==> config.mk <==
export PLATFORM = sky130hd
export DESIGN_NAME = spi_phase_sclk_gen
export DESIGN_NICKNAME = d
export VERILOG_FILES = /design/src/rtl/spi_phase_pkg.sv /design/src/rtl/phase_inc_clamp.sv /design/src/rtl/phase_accum.sv /design/src/rtl/phase_edge_out.sv /design/src/rtl/spi_phase_sclk_gen.sv
export SDC_FILE = /design/constraint.sdc
export NUM_CORES = 1
export LEC_CHECK = 0
export BUFFER_PORTS_ARGS = -buffer_cell sky130_fd_sc_hd__buf_4
export CAP_MARGIN = 20
export CORE_MARGIN = 4
export CORE_UTILIZATION = 40
export DETAILED_ROUTE_END_ITERATION = 16
export HOLD_SLACK_MARGIN = 0.15
export SETUP_SLACK_MARGIN = 0.4
export SLEW_MARGIN = 10
export SYNTH_ARGS = -nofsm -noshare
export SYNTH_HDL_FRONTEND = slang
export SYNTH_HIERARCHICAL = 1
export SYNTH_SLANG_ARGS = --single-unit
==> constraint.sdc <==
create_clock -name clk -period 4.9 [get_ports clk]
set_clock_uncertainty 0.1 [all_clocks]
set_input_delay 0.49 -clock clk [delete_from_list [all_inputs] [get_ports clk]]
set_output_delay 0.49 -clock clk [all_outputs]
set_load 0.01 [all_outputs]
==> src/rtl/spi_phase_pkg.sv <==
package spi_phase_pkg;
   // Edge events produced by the accumulator in one update
   typedef struct packed {
      logic lead;   // crossed into the upper half
      logic trail;  // wrapped past the modulus
   } edge_ev_t;
endpackage

==> src/rtl/phase_inc_clamp.sv <==
module phase_inc_clamp #(
   parameter int ACC_W = 11,
   parameter int INC_W = 12
) (
   input  logic [INC_W-1:0] step_inc,
   output logic [ACC_W-1:0] eff_inc,
   output logic             inc_zero
);
   localparam int HALF = 1 << (ACC_W - 1);

   if (INC_W < ACC_W) begin : g_bad_width
      $error("phase_inc_clamp: INC_W must be at least ACC_W");
   end

   always_comb begin
      inc_zero = (step_inc == '0);
      if (step_inc >= INC_W'(HALF))
         eff_inc = ACC_W'(HALF);
      else
         eff_inc = step_inc[ACC_W-1:0];
   end

   always_comb begin
      assert_clamp_bound_R3: assert (eff_inc <= ACC_W'(HALF) || $isunknown(step_inc));
   end
endmodule

==> src/rtl/phase_accum.sv <==
module phase_accum
   import spi_phase_pkg::*;
#(
   parameter int ACC_W     = 11,
   parameter bit CLEAR_OPT = 1'b1
) (
   input  logic             clk,
   input  logic             rst_n,
   input  logic             run,
   input  logic [ACC_W-1:0] eff_inc,
   input  logic             wrap_clear,
   output logic             phase_hi,
   output edge_ev_t         ev
);
   logic [ACC_W-1:0] acc;
   logic [ACC_W:0]   sum;
   logic             wrap;
   logic             lead_n;
   logic             clear_eff;
   logic [ACC_W-1:0] acc_next;

   if (CLEAR_OPT) begin : g_clear
      assign clear_eff = wrap_clear;
   end else begin : g_no_clear
      assign clear_eff = 1'b0;
   end

   always_comb begin
      sum      = {1'b0, acc} + {1'b0, eff_inc};
      wrap     = sum[ACC_W];
      lead_n   = !acc[ACC_W-1] && sum[ACC_W-1] && !wrap;
      acc_next = (wrap && clear_eff) ? '0 : sum[ACC_W-1:0];
   end

   always_ff @(posedge clk) begin
      if (!rst_n) begin
         acc <= '0;
         ev  <= '0;
      end else if (!run) begin
         acc <= '0;
         ev  <= '0;
      end else begin
         acc      <= acc_next;
         ev.lead  <= lead_n;
         ev.trail <= wrap;
      end
   end

   assign phase_hi = acc[ACC_W-1];

   assert_hold_off_R5: assert property (@(posedge clk) disable iff (!rst_n)
      !run |=> (acc == '0 && ev == '0));
   assert_lead_rise_R2: assert property (@(posedge clk) disable iff (!rst_n)
      ev.lead |-> (phase_hi && !$past(phase_hi)));
   assert_trail_fall_R2: assert property (@(posedge clk) disable iff (!rst_n)
      ev.trail |-> (!phase_hi && $past(phase_hi)));
   assert_clear_on_wrap_R6: assert property (@(posedge clk) disable iff (!rst_n)
      (ev.trail && $past(clear_eff)) |-> (acc == '0));
endmodule

==> src/rtl/phase_edge_out.sv <==
module phase_edge_out
   import spi_phase_pkg::*;
(
   input  logic     clk,
   input  logic     rst_n,
   input  logic     phase_hi,
   input  edge_ev_t ev,
   input  logic     idle_high,
   input  logic     lead_launch,
   output logic     sclk,
   output logic     launch_stb,
   output logic     latch_stb
);
   always_comb begin
      sclk       = phase_hi ^ idle_high;
      launch_stb = lead_launch ? ev.lead  : ev.trail;
      latch_stb  = lead_launch ? ev.trail : ev.lead;
   end

   assert_strobe_excl_R8: assert property (@(posedge clk) disable iff (!rst_n)
      !(launch_stb && latch_stb));
endmodule

==> src/rtl/spi_phase_sclk_gen.sv <==
module spi_phase_sclk_gen
   import spi_phase_pkg::*;
#(
   parameter int ACC_W     = 11,
   parameter int INC_W     = 12,
   parameter bit CLEAR_OPT = 1'b1
) (
   input  logic             clk,
   input  logic             rst_n,
   input  logic             gen_en,
   input  logic [INC_W-1:0] step_inc,
   input  logic             wrap_clear,
   input  logic             idle_high,
   input  logic             lead_launch,
   output logic             sclk,
   output logic             launch_stb,
   output logic             latch_stb
);
   localparam int HALF = 1 << (ACC_W - 1);

   if (ACC_W < 2) begin : g_bad_acc
      $error("spi_phase_sclk_gen: ACC_W must be at least 2");
   end

   logic [ACC_W-1:0] eff_inc;
   logic             inc_zero;
   logic             run;
   logic             phase_hi;
   edge_ev_t         ev;

   phase_inc_clamp #(.ACC_W(ACC_W), .INC_W(INC_W)) u_clamp (
      .step_inc (step_inc),
      .eff_inc  (eff_inc),
      .inc_zero (inc_zero)
   );

   assign run = gen_en && !inc_zero;

   phase_accum #(.ACC_W(ACC_W), .CLEAR_OPT(CLEAR_OPT)) u_accum (
      .clk        (clk),
      .rst_n      (rst_n),
      .run        (run),
      .eff_inc    (eff_inc),
      .wrap_clear (wrap_clear),
      .phase_hi   (phase_hi),
      .ev         (ev)
   );

   phase_edge_out u_out (
      .clk         (clk),
      .rst_n       (rst_n),
      .phase_hi    (phase_hi),
      .ev          (ev),
      .idle_high   (idle_high),
      .lead_launch (lead_launch),
      .sclk        (sclk),
      .launch_stb  (launch_stb),
      .latch_stb   (latch_stb)
   );

   assert_fast_toggle_R3: assert property (@(posedge clk) disable iff (!rst_n)
      (gen_en && step_inc >= INC_W'(HALF)) |=> ((sclk ^ idle_high) != $past(sclk ^ idle_high)));
   assert_zero_step_idle_R4: assert property (@(posedge clk) disable iff (!rst_n)
      (step_inc == '0) |=> (sclk == idle_high && !launch_stb && !latch_stb));
   assert_idle_after_off_R9: assert property (@(posedge clk) disable iff (!rst_n)
      !gen_en |=> (sclk == idle_high && !launch_stb && !latch_stb));
endmodule

== Yosys cells after proc, flatten, opt, wreduce, memory -nomap -nowiden ==
Cells that the tools add are included.
W data, S select, Z words.

* Output and inout bits: 3
* Logic and storage cells: 21
* Flip-flop bits (word level): 13
* Input bits: 18

* Mux-type cells: 3
* Add/sub/neg operators: 1
* Reductions and logical operators: 10
* $lt $le $gt $ge: 1
* Bitwise logic cells: 3

{| class="wikitable"
|+ Operators by type and width
! operator !! number
|-
| $add A11 B11 Y12 || 1
|-
| $ge A12 B11 Y1 const B || 1
|-
| $logic_not A12 Y1 || 1
|-
| $mux W11 || 1
|-
| $logic_and A1 B1 Y1 || 4
|-
| $logic_not A1 Y1 || 3
|-
| $reduce_or A3 Y1 || 1
|-
| $mux W1 || 2
|-
| $not A1 Y1 || 2
|-
| $reduce_and A2 Y1 || 1
|-
| $xor A1 B1 Y1 || 1
|}

== Logic depth before layout (Yosys ltp) ==
Gate-level depths: netlist (run 1).

* Depth in word-level cells: 5
* Gate-level depth with buffers: 11
* Depth with buffers taken out: 10

== By module ==
Netlist (run 1), hierarchy kept.

{| class="wikitable"
|+ Modules (own cells, without submodules)
! module !! instances !! sequential area each (um^2) !! cells an instance !! area an instance (um^2)
|-
| phase_accum || 1 || 260.2 || 84 || 833.3
|-
| phase_inc_clamp || 1 || 0.0 || 17 || 101.3
|-
| phase_edge_out || 1 || 0.0 || 3 || 31.3
|-
| spi_phase_sclk_gen || 1 || 0.0 || 1 || 13.8
|}

== Least setup slack after synthesis (run 1) ==
Ideal clock, no wire load.

* Path kind: input-to-reg
* From: input port step_inc[11]
* To: register u_accum/ev[1] (netlist name)
* Data required time: 4.697 ns
* Setup slack: 1.844 ns
* Data arrival time: 2.853 ns
* Setup time: 0.103 ns
* Cell stages on the path: 11
* Cell sequence: nor2_1 buf_2 and2_1 ha_1 fa_1 a21o_1 a221oi_2 o21ai_0 o21a_1 or4b_4 a2111oi_2

* Cells in the longest elaborated chain, start to end: 5

{| class="wikitable"
|+ Ends and longest elaborated chain
! element !! RTL line !! RTL
|-
| start, declared || spi_phase_sclk_gen.sv:11 || <nowiki>input logic [INC_W-1:0] step_inc,</nowiki>
|-
| $ge A12 B11 Y1 (*) || phase_inc_clamp.sv:17 || <nowiki>if (step_inc >= INC_W'(HALF))</nowiki>
|-
| $mux W11 (*) || phase_inc_clamp.sv:17 ||
|-
| net eff_inc[0] || spi_phase_sclk_gen.sv:25 || <nowiki>logic [ACC_W-1:0] eff_inc;</nowiki>
|-
| $add A11 B11 Y12 (*) || phase_accum.sv:29 || <nowiki>sum = {1'b0, acc} + {1'b0, eff_inc};</nowiki>
|-
| $logic_and A1 B1 Y1 / $logic_not A1 Y1 (equally long branches) || phase_accum.sv:31 || <nowiki>lead_n = !acc[ACC_W-1] && sum[ACC_W-1] && !wrap;</nowiki>
|-
| $logic_and A1 B1 Y1 (*) || phase_accum.sv:31 ||
|}

Mark *: on every way through the listed nets, which the timed path passes. The rest lies on a longest branch.
A chain may end at the register's enable or synchronous reset.

== Final worst setup path (run 1) ==
* From: input port step_inc[11]
* To: register u_accum/ev[1] (netlist name)

* Cells in the longest elaborated chain, start to end: 5

{| class="wikitable"
|+ Ends and longest elaborated chain
! element !! RTL line
|-
| $ge A12 B11 Y1 (*) || phase_inc_clamp.sv:17
|-
| $mux W11 (*) || phase_inc_clamp.sv:17
|-
| net eff_inc[4] || spi_phase_sclk_gen.sv:25
|-
| $add A11 B11 Y12 (*) || phase_accum.sv:29
|-
| $logic_and A1 B1 Y1 / $logic_not A1 Y1 (equally long branches) || phase_accum.sv:31
|-
| $logic_and A1 B1 Y1 (*) || phase_accum.sv:31
|}

Marked as above.

==> results.toml, run 1 <==
[status]
status = "complete, no violations"

[power]
ir_drop_uv = 120
leakagePower_nw = 0.560
powerDensity_nw_per_um2 = 213

[floorplanning]
core_um2 = 2280
rows = 17
die_y_um = 57.5
die_area_um2 = 3310
initial_utilization_pct = 43.0
dieWidth_um = 57.5
pin_count = 21

[sta]
final.min_clock_period_ps = 3080
drv_slew = 0
setup_viol = 0
slew_headroom_pct = 41.9
setup_tns_ps = 0
rsz0062_at_grt = "no"
worstMarginPinSlew_ps = 871
finalHoldViolCount = 0
fmax_ghz = 0.324
min_period_over_period_pct = 62.9

[route]
vias = 845
drt-vias-per-instance = 5.42
firstDrtPassIters = 4
ant_nets = 0
drc = 0
routed_wl_mm = 2.15
routedWlPerCell_um = 13.8
drt_iter0_drc = 32

[clocking]
cts_resized = 0
clock_latency_ps = 280
cts.sinks = 13
cts_tree = "done"
cts_setup_buffers = 0
clockRootBuffer = "clkbuf_4"
h-tree-depth = 1
numCtsBuffers = 3
clkTransAtPathRegs_ps = 90
cts_buffer_depth = 2
cts_hold_buf = 0

[critical_path]
critPathKind = "input port to register"
critPathRequiredTime_ps = 4980
crit_arrival_ps = 3170
critPathLaunchType = "input port"
critPathBufInv = 1
max_stage_delay_ps = 540
end_kind = "register"
slowest_stage = "or4b_4"
cp_cell_sequence = "buf_4, nor2_1, and2_1, ha_1, a21o_1, a31o_1, a31oi_4, o221ai_2, or4b_4, a2111oi_2"
worstPathMaxFanout = 12
crit_family = "simple AND/OR/NAND/NOR gates"

[logic_synthesis]
synthDistinctLibCells = 37
synth-main-ff-cell = "dfxtp_1"
synth_fa_ha_area_share_pct = 16.1
synth_top_area_cell = "dfxtp_1"
synth_area_leaders = "dfxtp_1 27%, ha_1 14%, and2_1 5.7%"
synth_xor_area_share_pct = 7.15
synth_seq_area_share_pct = 26.6
syn_area_per_cell_um2 = 9.33
yosys.area_share.simple_pct = 24.6
synthMuxAreaShare_pct = 2.30
synth_enable_flop_cells = 0
synth_top_family_by_area = "simple AND/OR/NAND/NOR gates"
synth.top_cell.area_share_pct = 26.6
synth-compound-area-share_pct = 22.3
ys_seq_elements = 13
synthesis.area_um2 = 980
syn-num-nets = 135
syn_inst = 105
ys_warn_count = 6
synth-async-reset-ratio_pct = 0

[finish]
utilization_pct = 52.1
layout.cells.non_filler = 156
final_common_cell = "buf_4"
final_cell_mix = "20 x buf_4, 13 x dfxtp_1, 12 x nor2_1"
nets = 159
syn2layout_area_growth_pct = 21.1
drive_above_1_share_pct = 28.9
antenna_cells = 0

[global_route]
grt_overflow_total = 0
grt_pass1_vias = 824
grt_max_degree = 13
antenna_found_initial = 0
grt_usage_pct = 14.0
grt_pass1_wl_mm = 3.65

[job]
cap_viol_max_count = 0

[worst_hold_path]
hold_path_class = "register to register"

[place]
gp_congestion = 0.897
io_buffers = 20
dp_hpwl_mm = 1.73
place_inst = 152
==> cell families after synthesis <==
family                   Yosys count
AND/OR/NAND/NOR                   42
AO/OA/AOI/OAI                     26
flip-flops                        13
adder cells (fa/ha/maj)           12
XOR/XNOR                           8
buffers and inverters              2
multiplexers                       2
==> where the power goes <==
part           total [mW]  switching, mW  internal [mW]
sequential          0.115        0.00335          0.112
combinational      0.0661         0.0323         0.0338
clock              0.0711         0.0395         0.0315
total               0.253         0.0751          0.177
==> sequential cells by signal (all words and copies together), names as in the netlist <==
| name | count |
|---|---|
| u_accum/acc | 11 |
| u_accum/ev | 2 |
==> layout make-up <==
class,count,area [um2]
fillers,231,1090
multi-input cells,90,711
flip-flops and latches,13,260
repair buffers,20,150
well taps,28,35.0
clock buffers,4,26.3
inverters,1,3.75
==> worst register-to-register path: cells and delay by family, from the launching register on <==
kind	cells	cell delay, ps
flops	1	310
simple gates	1	490
compound gates	5	1080
fa+ha+maj	2	620
==> metrics by stage <==
stage               power, mW  setup WS, ps  cell area (um2)  hold WS [ps]
floorplan               0.160          1840              980           366
global placement        0.184          1570             1160           389
detailed placement      0.184          1520             1160           395
CTS                     0.258          1820             1190           410
global route            0.270          1600             1190           437
finish                  0.253          1820             1190           407
==> Yosys cell counts (2+ instances only) <==
cell	instances
dfxtp_1	13
nor2_1	12
ha_1	11
and2_1	9
a21oi_1	6
xor2_1	6
a21o_1	4
nand2_1	3
nor2b_1	3
o21ai_0	3
a211oi_1	2
and2_2	2
mux2_2	2
nand2b_1	2
nand3_1	2
nor3_1	2
nor4_1	2
xnor2_1	2
==> layer usage <==
layer | vias to the layer above | global-route usage, % | share of wire, %
met5 | - | 0 | 0
met3 | 2 | 2.94 | 4.6
met2 | 16 | 22.9 | 47
li1 | 433 | - | -
met4 | 0 | 5.96 | 0.79
met1 | 394 | 17.7 | 48
==> path summary, 6_finish.rpt <==
check             startpoint            end  slack (ps)  cells past startpoint
max reg2reg   u_accum/acc[0]  u_accum/ev[1]        2220                      8
max             step_inc[11]  u_accum/ev[1]        1820                     10
min          u_accum/acc[10]  u_accum/ev[1]         410                      1
min reg2reg  u_accum/acc[10]  u_accum/ev[1]         410                      1
Power figures use the tool's default switching activity.
==> run 2: changes to the inputs <==
--- a/config.mk
+++ b/config.mk
@@ -5,6 +5,7 @@
 export SDC_FILE = /design/constraint.sdc
 export NUM_CORES = 1
 export LEC_CHECK = 0
+export ABC_AREA = 1
 export BUFFER_PORTS_ARGS = -buffer_cell sky130_fd_sc_hd__buf_4
 export CAP_MARGIN = 20
 export CORE_MARGIN = 4
==> constraint.sdc (replaced) <==
create_clock -name clk -period 2.8 [get_ports clk]
set_clock_uncertainty 0.1 [all_clocks]
set_input_delay 0.28 -clock clk [delete_from_list [all_inputs] [get_ports clk]]
set_output_delay 0.28 -clock clk [all_outputs]
set_load 0.01 [all_outputs]
==> results.toml, run 2 <==
[clocking]
cts_setup_buffers = 0
cts_buffer_depth = 2
clockRootBuffer = "clkbuf_4"
clock_latency_ps = 280
cts_tree = "done"
clkTransAtPathRegs_ps = 90
cts.sinks = 13
cts_resized = 0
cts_hold_buf = 0
numCtsBuffers = 3
h-tree-depth = 1

[critical_path]
slowest_stage = "fa_1"
critPathRequiredTime_ps = 2880
worstPathMaxFanout = 12
r2r_cells = 9
max_stage_delay_ps = 430
cp_cell_sequence = "buf_4, inv_1, nand2_2, nor2_2, ha_1, fa_1, nand3_1, nand3_1, nand2_1, nand2_1, xor2_1, inv_1, nor2_4"
r2r-start = "u_accum/acc[0]"
crit_arrival_ps = 1990
end_kind = "register"
crit_family = "simple AND/OR/NAND/NOR gates"
critPathLaunchType = "input port"
critPathKind = "input port to register"
r2r-end = "u_accum/acc[6]"
critPathBufInv = 3
rrSetupSlack_ps = 1010

[global_route]
grt_overflow_total = 0
antenna_found_initial = 0
grt_pass1_wl_mm = 4.46
grt_max_degree = 13
grt_usage_pct = 13.7
grt_pass1_vias = 1038

[sta]
drv_slew = 0
worst_slack_ps = 895
slew_headroom_pct = 79.8
fmax_ghz = 0.525
min_period_over_period_pct = 68.0
setup_viol = 0
finalHoldViolCount = 0
final.min_clock_period_ps = 1910
rsz0062_at_grt = "no"
setup_tns_ps = 0
worstMarginPinSlew_ps = 301

[job]
cap_viol_max_count = 0

[finish]
largest_reg_flops = 11
nets = 256
regMostFlops = "u_accum/acc"
antenna_cells = 0
layout.cells.non_filler = 269
multi_input_area_um2 = 832
drive_above_1_share_pct = 28.0
top_regs = "u_accum/acc x11, u_accum/ev x2"
final_common_cell = "nand2_1"
area.sequential_um2 = 260
syn2layout_area_growth_pct = 15.4
n_fill_cell = 354
final_cell_mix = "58 x nand2_1, 44 x inv_1, 21 x nor2_2"

[floorplanning]
pin_count = 21
dieWidth_um = 64.9
die_y_um = 64.9
core_um2 = 3080
die_area_um2 = 4220
rows = 20
initial_utilization_pct = 42.1

[route]
drt-met1-wl_mm = 1.26
vias = 1152
drt-vias-per-instance = 4.28
firstDrtPassIters = 4
drc = 0
routedWlPerCell_um = 9.67
routed_wl_mm = 2.60
wl_met2_mm = 1.09
top_layer_used = "met4"
drt_iter0_drc = 34
ant_nets = 0
dr_wl_met3_um = 190

[place]
gp_congestion = 0.827
io_buffers = 20
place_inst = 265
preCtsSetupSlack_ps = 596
dp_hpwl_mm = 2.17

[logic_synthesis]
ys_seq_elements = 13
synth_enable_flop_cells = 0
synth-main-ff-cell = "dfxtp_1"
synth.top_cell.area_share_pct = 20.1
synth_area_leaders = "dfxtp_1 20%, nand2_1 17%, inv_1 13%"
syn_inst = 203
synth-async-reset-ratio_pct = 0
synthesis.area_um2 = 1300
synth_common_cells = "58 x nand2_1, 44 x inv_1, 21 x nor2_2, 13 x dfxtp_1, 12 x nor2_1"
yosysMostFrequentCell = "nand2_1"
synth_top_area_cell = "dfxtp_1"
synth_seq_area_share_pct = 20.1
ys_warn_count = 6
syn-num-nets = 233
synthDistinctLibCells = 22
syn_area_per_cell_um2 = 6.39

[worst_hold_path]
whs_path_depth = 5
hold_end = "u_accum/ev[0]"
hp-start = "rst_n"
hold_path_class = "input port to register"

[power]
powerDensity_nw_per_um2 = 285
leakagePower_nw = 0.858
ir_drop_uv = 164
power.total_mw = 0.427

[status]
status = "complete, no violations"
run 2: changes by cell type in the layout (fill, tap and decap cells not counted), sizes merged, moves of 3 or more:
cell	change
inv	+45
nand3	+11
a21o	-3
nor2	+25
and2	-11
nor2b	-4
nand4	+4
xor2	-3
nand2	+63
o21ai	-3
run 2: area by class of cell:
| type | count | share of cell area, % |
|---|---|---|
| Clock buffer | 4 | 1.76 |
| Inverter | 46 | 11.5 |
| Multi-Input combinational cell | 142 | 55.6 |
| Sequential cell | 13 | 17.4 |
| Tap cell | 44 | 3.68 |
| Timing Repair Buffer | 20 | 10.0 |
run 2: logic make-up (layout without fill, tap and decap cells):
kind of cell | after synthesis | after routing | synth area share (%)
compound gates | 6 | 6 | 3.09
xor+xnor | 4 | 4 | 2.70
fa+ha+maj | 12 | 12 | 12.2
buf+inv | 48 | 70 | 15.7
flops | 13 | 13 | 20.1
simple gates | 120 | 120 | 46.2
run 2: where the power goes:
| part | switching [mW] | total, mW | internal [mW] | leakage (nW) |
|---|---|---|---|---|
| logic | 0.0607 | 0.108 | 0.0472 | 0.737 |
| registers | 0.00296 | 0.194 | 0.191 | 0.106 |
| clock network | 0.0695 | 0.125 | 0.0553 | 0.0150 |
run 2: worst max-delay path by stage:
stage / from / slack [ps] / to / cells past startpoint
floorplan: step_inc[10] / 830 / u_accum/acc[6] / 13
global placement: step_inc[10] / 590 / u_accum/acc[5] / 14
detailed placement: step_inc[10] / 600 / u_accum/acc[6] / 13
CTS: step_inc[10] / 900 / u_accum/acc[6] / 13
global route: step_inc[10] / 730 / u_accum/acc[6] / 13
finish: step_inc[10] / 890 / u_accum/acc[6] / 13
run 2: worst reg2reg max path, stage by stage (launching register included):
cell and delay, ps:
dfxtp_1 310, ha_1 210, fa_1 430, nand3_1 90, nand3_1 120, nand2_1 90
nand2_1 60, xor2_1 140, inv_1 90, nor2_4 30
run 2: through the flow:
| step | hold slack (ps) | util, % | cell area (um2) |
|---|---|---|---|
| after global routing | 315 | 48.6 | 1500 |
| after global placement | 491 | 47.8 | 1470 |
| after CTS | 280 | 48.6 | 1500 |
| after floorplan | 376 | - | 1300 |
| after detailed placement | 480 | 47.8 | 1470 |
| final | 281 | 48.6 | 1500 |
run 2: metal layers:
| layer | global-route usage [%] | vias to the layer above |
|---|---|---|
| li1 | - | 645 |
| met1 | 18.5 | 474 |
| met2 | 20.4 | 27 |
| met3 | 2.60 | 6 |
| met4 | 7.39 | 0 |
| met5 | 0 | - |
